<file path="src/rtl/exc_ctrl.sv">
module exc_ctrl #(
  parameter int XLEN = 32,
  parameter logic [XLEN-1:0] VECTOR = XLEN'(32'h8000_0180)
) (
  input  logic            clk,
  input  logic            rst_n,
  input  logic            id_illegal,
  input  logic [XLEN-1:0] id_pc4,
  input  logic            ex_ovf,
  input  logic [XLEN-1:0] ex_pc4,
  input  logic            mem_fault,
  input  logic [XLEN-1:0] mem_pc4,
  input  logic            irq,
  input  logic            int_en_set,
  output logic            redirect,
  output logic [XLEN-1:0] redirect_pc,
  output logic [3:0]      flush,
  output logic            wr_block,
  output logic [XLEN-1:0] epc,
  output logic [1:0]      cause,
  output logic            int_en
);

  logic hold;
  logic sync_any;
  logic take_mem, take_ex, take_id, take_irq;
  logic [XLEN-1:0] nxt_epc;
  logic [1:0] nxt_cause;

  assign sync_any = mem_fault | ex_ovf | id_illegal;
  assign take_mem = ~hold & mem_fault;
  assign take_ex  = ~hold & ~mem_fault & ex_ovf;
  assign take_id  = ~hold & ~mem_fault & ~ex_ovf & id_illegal;
  assign take_irq = ~hold & ~sync_any & irq & int_en;

  assign redirect    = take_mem | take_ex | take_id | take_irq;
  assign redirect_pc = VECTOR;
  assign wr_block    = take_mem | take_ex;
  assign flush       = {take_mem, take_mem | take_ex, redirect, redirect};

  always_comb begin
    nxt_epc   = id_pc4;
    nxt_cause = 2'd3;
    if (take_mem) begin
      nxt_epc   = mem_pc4;
      nxt_cause = 2'd2;
    end else if (take_ex) begin
      nxt_epc   = ex_pc4;
      nxt_cause = 2'd1;
    end else if (take_id) begin
      nxt_epc   = id_pc4;
      nxt_cause = 2'd0;
    end
  end

  always_ff @(posedge clk) begin
    if (!rst_n) begin
      hold   <= 1'b0;
      epc    <= '0;
      cause  <= 2'd0;
      int_en <= 1'b0;
    end else begin
      hold <= redirect;
      if (redirect) begin
        epc    <= nxt_epc;
        cause  <= nxt_cause;
        int_en <= 1'b0;
      end else if (int_en_set) begin
        int_en <= 1'b1;
      end
    end
  end

endmodule

</file>
<file path="config.mk">
export PLATFORM = sky130hd
export DESIGN_NAME = exc_ctrl
export DESIGN_NICKNAME = d
export VERILOG_FILES = /design/src/rtl/exc_ctrl.sv
export SDC_FILE = /design/constraint.sdc
export NUM_CORES = 1
export LEC_CHECK = 0
export BUFFER_PORTS_ARGS = -buffer_cell sky130_fd_sc_hd__buf_2
export CAP_MARGIN = 20
export CORE_MARGIN = 4
export CORE_UTILIZATION = 38
export CTS_BUF_LIST = sky130_fd_sc_hd__clkbuf_16
export DETAILED_ROUTE_END_ITERATION = 7
export PLACE_DENSITY = 0.82
export SETUP_SLACK_MARGIN = 0.05
export SLEW_MARGIN = 20
export SYNTH_ARGS = -nofsm -noshare
export SYNTH_HDL_FRONTEND = slang
export SYNTH_SLANG_ARGS = --single-unit
</file>
<file path="constraint.sdc">
create_clock -name clk -period 1.6 [get_ports clk]
set_input_delay 0.4 -clock clk [delete_from_list [all_inputs] [get_ports clk]]
set_output_delay 0.4 -clock clk [all_outputs]
set_load 0.03 [all_outputs]
</file>
==> results, run 1 <==
- The flow ran to the end, but the final reports show violations.
- The final reports fail on negative setup slack.
- The final number of hold-violating endpoints was 0.
- The leakage component of the power is 0.00165 uW.
- The first global-routing pass estimated between 10 and 15 mm of wire.
- The synthesized design contains 36 register bits.
- The vias after detailed routing is between 2,000 and 3,000.
- The effective utilization at floorplan is between 30% and 40%.
- The start-to-end type of the worst setup path is input pin to output port.
- The maximum fanout along the worst path is 7.
- Once routing completed, OpenROAD measured the worst setup slack at -0.0378 ns.
- The sequential cell fraction of total power is 34.5%.
- The capture point of the critical path is flush[0].
- The kind of capture point of the worst setup path is an output port.
- The logic depth of the worst register-to-register path is 6.
- Each instance of the synthesized netlist takes up on average just over 8 um2.
- The count of unresolved DRC violations after routing is 0.
- For this block, the initial DRC count from the detailed router was 107.
- The cell area after placement is 3350 um2.
- In this run the critical register-to-register path is launched from int_en$_SDFFE_PP0P_.
- The final-report setup violation count is 3.
- The required time of the worst setup path is 1.20 ns.
- The delay contributed by the slowest stage of the critical path is around 0.34 ns.
- The clock buffer count from CTS is 5.
- The sum of negative setup slack is -0.113 ns.
- The achievable frequency is just over 0.6 GHz.
- Before CTS, the worst setup slack after placement is -0.130 ns.
- The HPWL after detailed placement is around 5.7 mm.
- The clock network is responsible for between 20% and 30% of the overall power.
- For this design, the sink count on the clock tree is 36.
- Entering global routing, the biggest net connects 37 pins.
- The number of antenna diodes in the final layout is 0.
- Subtracting the final worst setup slack from the clock period gives 1.64 ns.
- The congestion estimate from routability-driven global placement came to 0.755.
- After the last flow step, the layout net total stands at 562.
- The share of cells above drive strength 1 is 47.3%.
- The die footprint is 8370 um2.
- The fraction of the cycle the final worst path needs is 102%.
- The share of power burned in combinational logic is 36.0%.
- Of the synthesized area, sequential elements account for a little over a quarter.
- The horizontal die dimension is about 90 um.
- The worst clock skew is 0.00588 ns.
- The clock edge transition at the registers on the reported setup and hold paths is around 0.050 ns.
- The largest buffer count on any clock path is 2.
- The number of global-route vias before repair came to between 2,000 and 3,000.
- The family with the most delay on the worst path is buffers and inverters.
- Once layout is done, the placed cells without fillers occupy 3620 um2.
- The core region area is about 6800 um2.
- The endpoint of the most critical register-to-register path is epc[8]$_SDFFE_PN0P_.
- The average wire length per cell after detail routing is 14.0 um.
- For this run, the number of Yosys warnings is 0.
- The total count of max-transition violations in the final report came to 0.
- The setup slack on the worst flop-to-flop path is between 0.1 and 0.15 ns.
- The most numerous cell type found on the critical path is sky130_fd_sc_hd__buf_6.
- Setup repair after global routing could not meet its margin everywhere.
- Across the whole layout, storage elements account for 728 um2.
- STA classifies the critical path startpoint as an input pin.
- The number of antenna violations at the first check in global routing is 0.
- The startpoint of the most critical setup path is ex_ovf.
- The number of buffers and inverters on the critical path is 3.
- Across the VDD grid, the largest voltage drop is around 430 uV.
- Data arrives at the worst endpoint at about 1.2 ns.
- The worst min-delay path startpoint is int_en_set.
- The clock reaches the later pin of the worst-skew pair after about 0.27 ns.
- TritonCTS built the clock tree.
- The utilization of the core after routing is around 53%.
- The first detailed-routing pass took 4 iterations.
- In this run the core area contains 30 standard-cell rows.
- The chip height is 91.5 um.
- The detailed-route wire length is 7.76 mm.
- The net switching power is 1070 uW.
- In the routed layout, each cell is associated on average with a via count of 4.95.
- In the global route stage, overall resource usage came out at 17.0%.
- The area added between synthesis and finish is 36.9%.
- In this run switching power makes up 35.1% of total power.
- The number of different library cells used by synthesis comes to 23.
- The root buffer cell chosen for the clock tree is sky130_fd_sc_hd__clkbuf_16.
- In this run the count of I/O pins placed on the die edge is 176.
- The total grt overflow is 0.
- The internal power is 1970 uW.
- The H-tree generated during clock tree synthesis spans 2 levels.
- The detail route stage leaves a number of antenna-violating nets equal to 0.
- The number of gates on the worst path with buffers counted is 5.
- On the critical path, the stage with the largest delay is an instance of sky130_fd_sc_hd__a2111oi_4.
- The commonest non-fill, non-tap cell in the layout is sky130_fd_sc_hd__buf_2.
- Synthesis produced 322 cells.
- The area occupied by multi-input gates is between 1500 and 2000 um2.
- Power spread over the standard cell area amounts to 837 nW/um2.
- The layout has 640 filler cells.
- The path class of the lowest-slack min-delay path is input pin to register.
- During placement, the flow inserted port buffers numbering 143.
- The signal on the critical path passes through buf_6 -> buf_12 -> a2111oi_4 -> nor2_4 -> buf_6.
- The synthesized netlist occupies a cell area of 2650 um2.
- Leaving out fill and tap cells, the most frequent cells in the layout are sky130_fd_sc_hd__buf_2, sky130_fd_sc_hd__nor2_1, sky130_fd_sc_hd__dfxtp_1.
- The tool flagged a number of max-cap violations equal to 0.
- The total design power is 3030 uW.
routing by layer:
metal	vias up	global-route usage (%)	routed length, um
li1	1386	-	-
met1	1231	19.6	3220
met2	125	31.0	3830
met3	6	4.47	652
met4	0	4.15	53
met5	-	0	0
worst reg2reg max path: cells and delay by family (launching register included):
| kind | cells | cell delay, ns |
|---|---|---|
| buffers and inverters | 3 | 0.48 |
| AO/OA/AOI/OAI | 3 | 0.58 |
| flip-flops | 1 | 0.35 |
what timing repair did:
item / 4_1_cts / 5_1_grt
gates resized for setup: 16 / 4
gates cloned: 0 / 1
pin swaps: 1 / 2
hold buffers: 0 / 0
endpoints found under the setup margin: 6 / 12
setup buffers: 2 / 5
sequential cells by signal (all words and copies together), names as in the netlist:
name and count:
epc 32, hold 1, int_en 1, cause 2
kinds of logic (layout without fill, tap and decap cells):
| logic type | Yosys count | after routing | share of synthesized area (%) |
|---|---|---|---|
| other cells | 2 | 32 | 0.284 |
| flops | 36 | 36 | 27.2 |
| buf+inv | 75 | 182 | 18.2 |
| simple gates | 73 | 73 | 15.3 |
| compound gates | 136 | 136 | 39.0 |
layout make-up:
| type | count | share of cell area (%) |
|---|---|---|
| Clock inverter | 2 | 0.242 |
| Timing Repair Buffer | 173 | 29.1 |
| Multi-Input combinational cell | 241 | 43.5 |
| Clock buffer | 5 | 3.45 |
| Inverter | 2 | 0.207 |
| Tap cell | 96 | 3.31 |
| Sequential cell | 36 | 20.1 |
synthesized netlist by cell type (all sizes together):
library cell / n / area (um2)
nor2b: 2 / 12.5
nor2: 38 / 145
o21ai: 66 / 443
nand2: 1 / 6.26
o31a: 32 / 280
a2111o: 1 / 11.3
buf: 60 / 425
o211ai: 32 / 240
inv: 2 / 7.50
o211a: 1 / 10.0
conb: 2 / 7.51
a21oi: 2 / 10.0
nor3b: 32 / 240
dfxtp: 36 / 721
clkbuf: 13 / 48.8
a2111oi: 1 / 27.5
o221a: 1 / 11.3
stage by stage:
stage,hold slack (ns),std cells
6_report,0.386,555
5_1_grt,0.427,555
4_1_cts,0.363,549
3_5_place_dp,0.485,540
3_3_place_gp,0.467,540
2_1_floorplan,0.552,352
worst min-delay path by stage:
| stage | endpoint | cells past startpoint |
|---|---|---|
| 2_1_floorplan | int_en$_SDFFE_PP0P_ | 2 |
| 3_3_place_gp | epc[8]$_SDFFE_PN0P_ | 2 |
| 3_5_place_dp | epc[22]$_SDFFE_PN0P_ | 2 |
| 4_1_cts | int_en$_SDFFE_PP0P_ | 3 |
| 5_1_grt | int_en$_SDFFE_PP0P_ | 3 |
| 6_report | int_en$_SDFFE_PP0P_ | 3 |
power by group through the flow:
stage / clock [uW] / combinational [uW] / sequential [uW]
floorplan: 0 / 621 / 1220
global placement: 0 / 1010 / 1070
detailed placement: 0 / 1040 / 1070
CTS: 921 / 1070 / 1050
global route: 969 / 1180 / 1060
finish: 896 / 1090 / 1050
Power figures use the tool's default switching activity.
==> run 2, diff against run 1 <==
--- a/config.mk
+++ b/config.mk
@@ -7,6 +7,7 @@
 export LEC_CHECK = 0
 export BUFFER_PORTS_ARGS = -buffer_cell sky130_fd_sc_hd__buf_2
 export CAP_MARGIN = 20
+export CORE_ASPECT_RATIO = 2
 export CORE_MARGIN = 4
 export CORE_UTILIZATION = 38
 export CTS_BUF_LIST = sky130_fd_sc_hd__clkbuf_16
==> results, run 2 (synthesized netlist as in run 1, its figures left out) <==
- The total grt overflow is 0.
- From synthesis to final layout, the design area changed by 32.0%.
- TritonCTS built the clock tree.
- The number of global-route vias before repair is about 2,700.
- The detailed router finished its first iteration with 65 violations.
- After detailed routing, the number of remaining DRC violations is 0.
- The number of buffers added to fix hold violations after cts is 0.
- The number of antenna violations at the first check in global routing came to 1.
- Dividing total power by cell area gives a power density of 855 nW/um2.
- The clock buffer count from CTS is 5.
- The flip-flop count of the largest register after layout is 32.
- The pre-antenna-repair detailed-routing pass consisted of 5 iterations.
- The total count of max-transition violations in the final report was 0.
- Once detail routing completed, the nets flagged for antenna violations numbered 0.
- In the routed layout, each cell is associated on average with a via count of 5.17.
- The number of placed instances with taps included is 528.
- The count of max-cap constraint violations is 0.
- By startpoint and endpoint, the worst setup path is classified as register to output port.
- The flow ran to the end, but the final reports show violations.
- Leaving out fill and tap cells, the most frequent cells in the layout are sky130_fd_sc_hd__buf_2, sky130_fd_sc_hd__nor2_1, sky130_fd_sc_hd__dfxtp_1.
- The count of port buffers added during placement is 143.
- The worst setup path is captured at an output port.
- The vias after detailed routing is around 2,800.
- Once the floorplan was initialized, standard cells occupied 39.4% of the core.
- Counting every sink on the clock net gives 36.
- The first global-routing pass estimated around 12 mm of wire.
- The clock root buffer is sky130_fd_sc_hd__clkbuf_16.
- The non-filler instance count after layout is 540.
- At the end of routability-driven placement, the weighted congestion stood at 0.826.
- From left edge to right edge, the die measures 67.0 um.
- Leaving out fill and tap cells, the most frequent cell in the layout is sky130_fd_sc_hd__buf_2.
- The die covers 8450 um2.
- The final reports fail on negative setup slack.
- STA puts the critical path data required time at 1.20 ns.
- Cells fill 52.0% of the core in the end.
- Counting I/O delays and the setup requirement, the final critical path takes around 1.6 ns.
- Measured along the y axis, the die boundary spans 126 um.
- Entering global routing, the biggest net connects 55 pins.
- The critical path launch point type is a register.
- Setup violations remaining at the end of the flow were counted as 3.
- The level count of the clock H-tree is 2.
- The final number of hold-violating endpoints is 0.
- The leakage component of the power is about 0.0016 uW.
- Clock-pin slew was measured on the worst setup and hold paths at approximately 0.050 ns.
- The combined global-route utilization of all metal layers is 17.3%.
- After detailed routing, the average wire length per cell comes to between 10 and 15 um.
- For the worst-skew pair, the clock arrives at the later sink with an insertion delay of 0.27 ns.
- The maximum fanout along the worst path is 4.
- In this run the core area contains 42 standard-cell rows.
- The total I/O pin count is roughly 180.
- In the final layout, the registers with the most flip-flops are epc: 32 flops, cause: 2 flops.
- Cells with a size suffix above 1 make up 45.7% of the layout.
- After layout, the worst path uses 103% of the clock period.
- Across all setup checks in the final design, the least slack found is -0.0403 ns.
- The worst hold path belongs to the class input pin to register.
- The number of nets in the finished design is between 500 and 600.
- The longest clock path from root to sink contains 2 buffers.
- On the final layout, the worst clock skew is 0.00430 ns.
- The placed wire-length estimate is 5.87 mm.
- The core region area is just under 7000 um2.
- The worst-case IR drop observed on VDD is 712 uV.
- The detailed-route wire length is 7.43 mm.
- The largest register by flop count is epc.
- Data arrives at the worst endpoint at 1.24 ns.
- Derived from the worst setup path, the maximum achievable clock frequency is 0.610 GHz.
- Setup repair after global routing could not meet its margin everywhere.
[run 2: where the power goes]
| part | internal (uW) | switching, uW | total, uW |
|---|---|---|---|
| combinational | 398 | 669 | 1070 |
| sequential | 988 | 45.5 | 1030 |
| clock | 559 | 330 | 889 |
| total | 1940 | 1040 | 2990 |
[run 2: what timing repair did]
item,in CTS,in global routing
setup buffers,2,1
resized for setup,4,0
endpoints found under the setup margin,3,3
[run 2: through the flow]
stage	worst slack [ns]	hold slack (ns)	TNS, ns	total power [uW]	instance area, um2
2_1_floorplan	-0.151	0.552	-0.407	1850	2770
4_1_cts	-0.0517	0.388	-0.114	3030	3480
6_report	-0.0403	0.399	-0.0809	2990	3490
5_1_grt	-0.0808	0.433	-0.199	3160	3490
3_5_place_dp	-0.0614	0.476	-0.931	2110	3320
3_3_place_gp	-0.0163	0.464	-0.212	2090	3320
[run 2: layout make-up]
type,instances,area (um2)
timing repair buffer,164,942
clock buffer,5,125
fill,661,3230
tap,88,110
inverter,2,7.51
clock inverter,3,11.3
sequential,36,726
multi-input combinational,241,1570
antenna,1,2.50
[run 2: path summary, 6_finish.rpt]
path	startpoint	to	slack (ns)	depth (start not counted)
worst max-delay path	int_en$_SDFFE_PP0P_	flush[1]	-0.04	3
worst min-delay path	int_en_set	int_en$_SDFFE_PP0P_	0.40	3
worst max register to register	int_en$_SDFFE_PP0P_	cause[1]$_SDFFE_PN0P_	0.14	6
worst min register to register	epc[8]$_SDFFE_PN0P_	epc[8]$_SDFFE_PN0P_	0.48	2
[run 2: worst max-delay path, stage by stage, from the launching register on]
cell	delay [ns]
sky130_fd_sc_hd__dfxtp_4	0.34
sky130_fd_sc_hd__a2111oi_4	0.36
sky130_fd_sc_hd__nor2_4	0.08
sky130_fd_sc_hd__buf_2	0.19
[run 2: routing by layer]
metal	vias to the layer above	share of wire, %	GRT usage [%]
met4	0	3.8	8.85
li1	1363	-	-
met3	24	7.4	2.67
met2	127	55	33.1
met1	1276	33	16.8
met5	-	0	0
==> run 3, diff against run 2 <==
==> constraint.sdc (replaced) <==
create_clock -name clk -period 1.6 [get_ports clk]
set_input_delay 0 -clock clk [delete_from_list [all_inputs] [get_ports clk]]
set_output_delay 0 -clock clk [all_outputs]
set_load 0.03 [all_outputs]
==> results, run 3 (synthesized netlist as in run 1, its figures left out) <==
- The number of global-route vias before repair came to 2,537.
- The total count of max-transition violations in the final report came to 0.
- Power comes to 3120 uW.
- At the later pin of the worst-skew pair, clock insertion delay measures approximately 0.27 ns.
- For the final routed database, the setup TNS stands at 0 ns.
- The total iterations of the first detailed-routing run is 4.
- The non-filler instance count after layout is 529.
- The worst hold path begins at int_en_set.
- The largest register by flop count is epc.
- On the final layout, the worst clock skew is 0.00241 ns.
- The post-route minimum period is 1.36 ns.
- The combined global-route utilization of all metal layers is between 15 and 20%.
- The die covers 8450 um2.
- Entering global routing, the biggest net connects 82 pins.
- The path class of the lowest-slack min-delay path is input pin to register.
- For this run, the post-layout net count is between 500 and 600.
- The root buffer cell chosen for the clock tree is sky130_fd_sc_hd__clkbuf_16.
- In this run, post-CTS repair resized a total of 0 instances.
- Setup repair after global routing left no endpoint under its margin.
- Along the worst path, the maximum fanout reaches 21.
- The logic depth of the worst register-to-register path is 4.
- The largest registers in the layout are epc: 32 flops, cause: 2 flops.
- The achievable frequency is around 0.74 GHz.
- The number of setup buffers added after CTS is 0.
- The flip-flop count of the largest register after layout is 32.
- The most critical setup path has its startpoint at int_en$_SDFFE_PP0P_.
- Setup violations remaining at the end of the flow were counted as 0.
- The kind of capture point of the worst setup path is a register.
- Detailed placement finished with a half-perimeter wire length of 5.52 mm.
- The count of port buffers added during placement is 143.
- In the layout the commonest cells are sky130_fd_sc_hd__buf_2, sky130_fd_sc_hd__nor2_1, sky130_fd_sc_hd__dfxtp_1.
- The final number of hold-violating endpoints is 0.
- The family with the most delay on the worst path is compound AO/OA/AOI/OAI gates.
- The level count of the clock H-tree is 2.
- The leakage component of the power is 0.00153 uW.
- The clock tree from TritonCTS is yes.
- The number of buffers added to fix hold violations after cts is 0.
- In the routed design, unresolved DRC markers number 0.
- The initialized floorplan defines 42 standard-cell rows.
- The post-route netlist has 44.4% of its cells at a drive strength greater than 1.
- The average wire length per cell after detail routing is 13.6 um.
- The area growth from synthesis to layout is 27.8%.
- The run finished with clean final reports.
- Routability-driven placement finished with a final weighted congestion of 0.704.
- The floorplan step set the die width to 67.0 um.
- The power per standard cell area is 920 nW/um2.
- Traced cell by cell, the critical path runs through a2111oi_4 -> buf_4 -> o211ai_1 -> o21ai_2.
- The total clock sinks is 36.
- Data arrives at the worst endpoint at 1.57 ns.
- Across the run, the number of max-cap violations was 0.
- The critical path in this run is classified as register to register.
- The detailed router's first-iteration violation count is 81.
- The number of antenna violations at the first check in global routing is 0.
- The number of placed instances, taps included, is 521.
- 176 I/O pins were placed.
- Global routing finished with a remaining overflow of 0.
- Counting buffers and inverters, the worst setup path is 4 cells deep.
- In this run the critical register-to-register path is launched from int_en$_SDFFE_PP0P_.
- The clock edge transition at the registers on the reported setup and hold paths is roughly 0.050 ns.
- STA classifies the critical path startpoint as a register.
- The detailed-route wire length is 7.17 mm.
- At the worst endpoint, the required time is 1.81 ns.
- In this run the vertical extent of the chip is 126 um.
- The repair_antennas step left the layout with diodes totalling 0.
- The average via count per standard cell is 5.16.
- The number of nets with antenna violations after routing is 0.
- The largest buffer count on any clock path is 2.
- On the critical path, the stage with the largest delay is an instance of sky130_fd_sc_hd__a2111oi_4.
- The core region area is 6730 um2.
- The vias after detailed routing is 2,731.
- The worst hold slack across all endpoints is 0.0251 ns.
- For this run, the slowest stage of the critical path takes 0.40 ns.
- Across the VDD grid, the largest voltage drop is 460 uV.
- The first global-routing pass estimated between 10 and 15 mm of wire.
- The number of buffer and inverter stages on the critical path is 1.
- The effective utilization at floorplan is 39.4%.
- In this run, CTS created clock tree buffers numbering 5.
- Leaving out fill and tap cells, the most frequent cell in the layout is sky130_fd_sc_hd__buf_2.
- The cell depth of the worst min-delay path is 3.
- Dividing the final minimum period by the clock period gives 85.0%.
[run 3: per-layer routing]
metal	vias to the layer above	GRT usage (%)	routed length [um]
met3	14	2.76	569
li1	1342	-	-
met2	116	30.9	3920
met5	-	0	0
met1	1259	16.3	2500
met4	0	7.06	187
[run 3: final cells by class]
cell class | instances | area, um2
clock inverter | 3 | 38.8
inverter | 2 | 7.51
tap | 88 | 110
fill | 658 | 3340
multi-input combinational | 241 | 1560
timing repair buffer | 154 | 823
sequential | 36 | 722
clock buffer | 5 | 125
[run 3: final timing paths]
check	to	slack (ns)
setup / recovery	epc[1]$_SDFFE_PN0P_	0.24
hold / removal	int_en$_SDFFE_PP0P_	0.03
setup reg to reg	epc[1]$_SDFFE_PN0P_	0.24
hold reg to reg	epc[8]$_SDFFE_PN0P_	0.48
[run 3: worst min-delay path: cells and delay by family]
family / cells / cell delay (ns)
compound gates: 1 / 0.07
simple gates: 1 / 0.11
buf+inv: 1 / 0.08
[run 3: through the flow]
step / worst slack (ns) / utilization [%] / area (um2)
2_1_floorplan: 0.0814 / - / 2760
3_3_place_gp: 0.298 / 47.9 / 3220
3_5_place_dp: 0.244 / 47.9 / 3220
4_1_cts: 0.227 / 50.3 / 3380
5_1_grt: 0.0946 / 50.3 / 3380
6_report: 0.241 / 50.3 / 3380
[run 3: power breakdown]
group	switching, uW	internal, uW
Sequential	43.6	988
Combinational	657	354
Clock	348	725
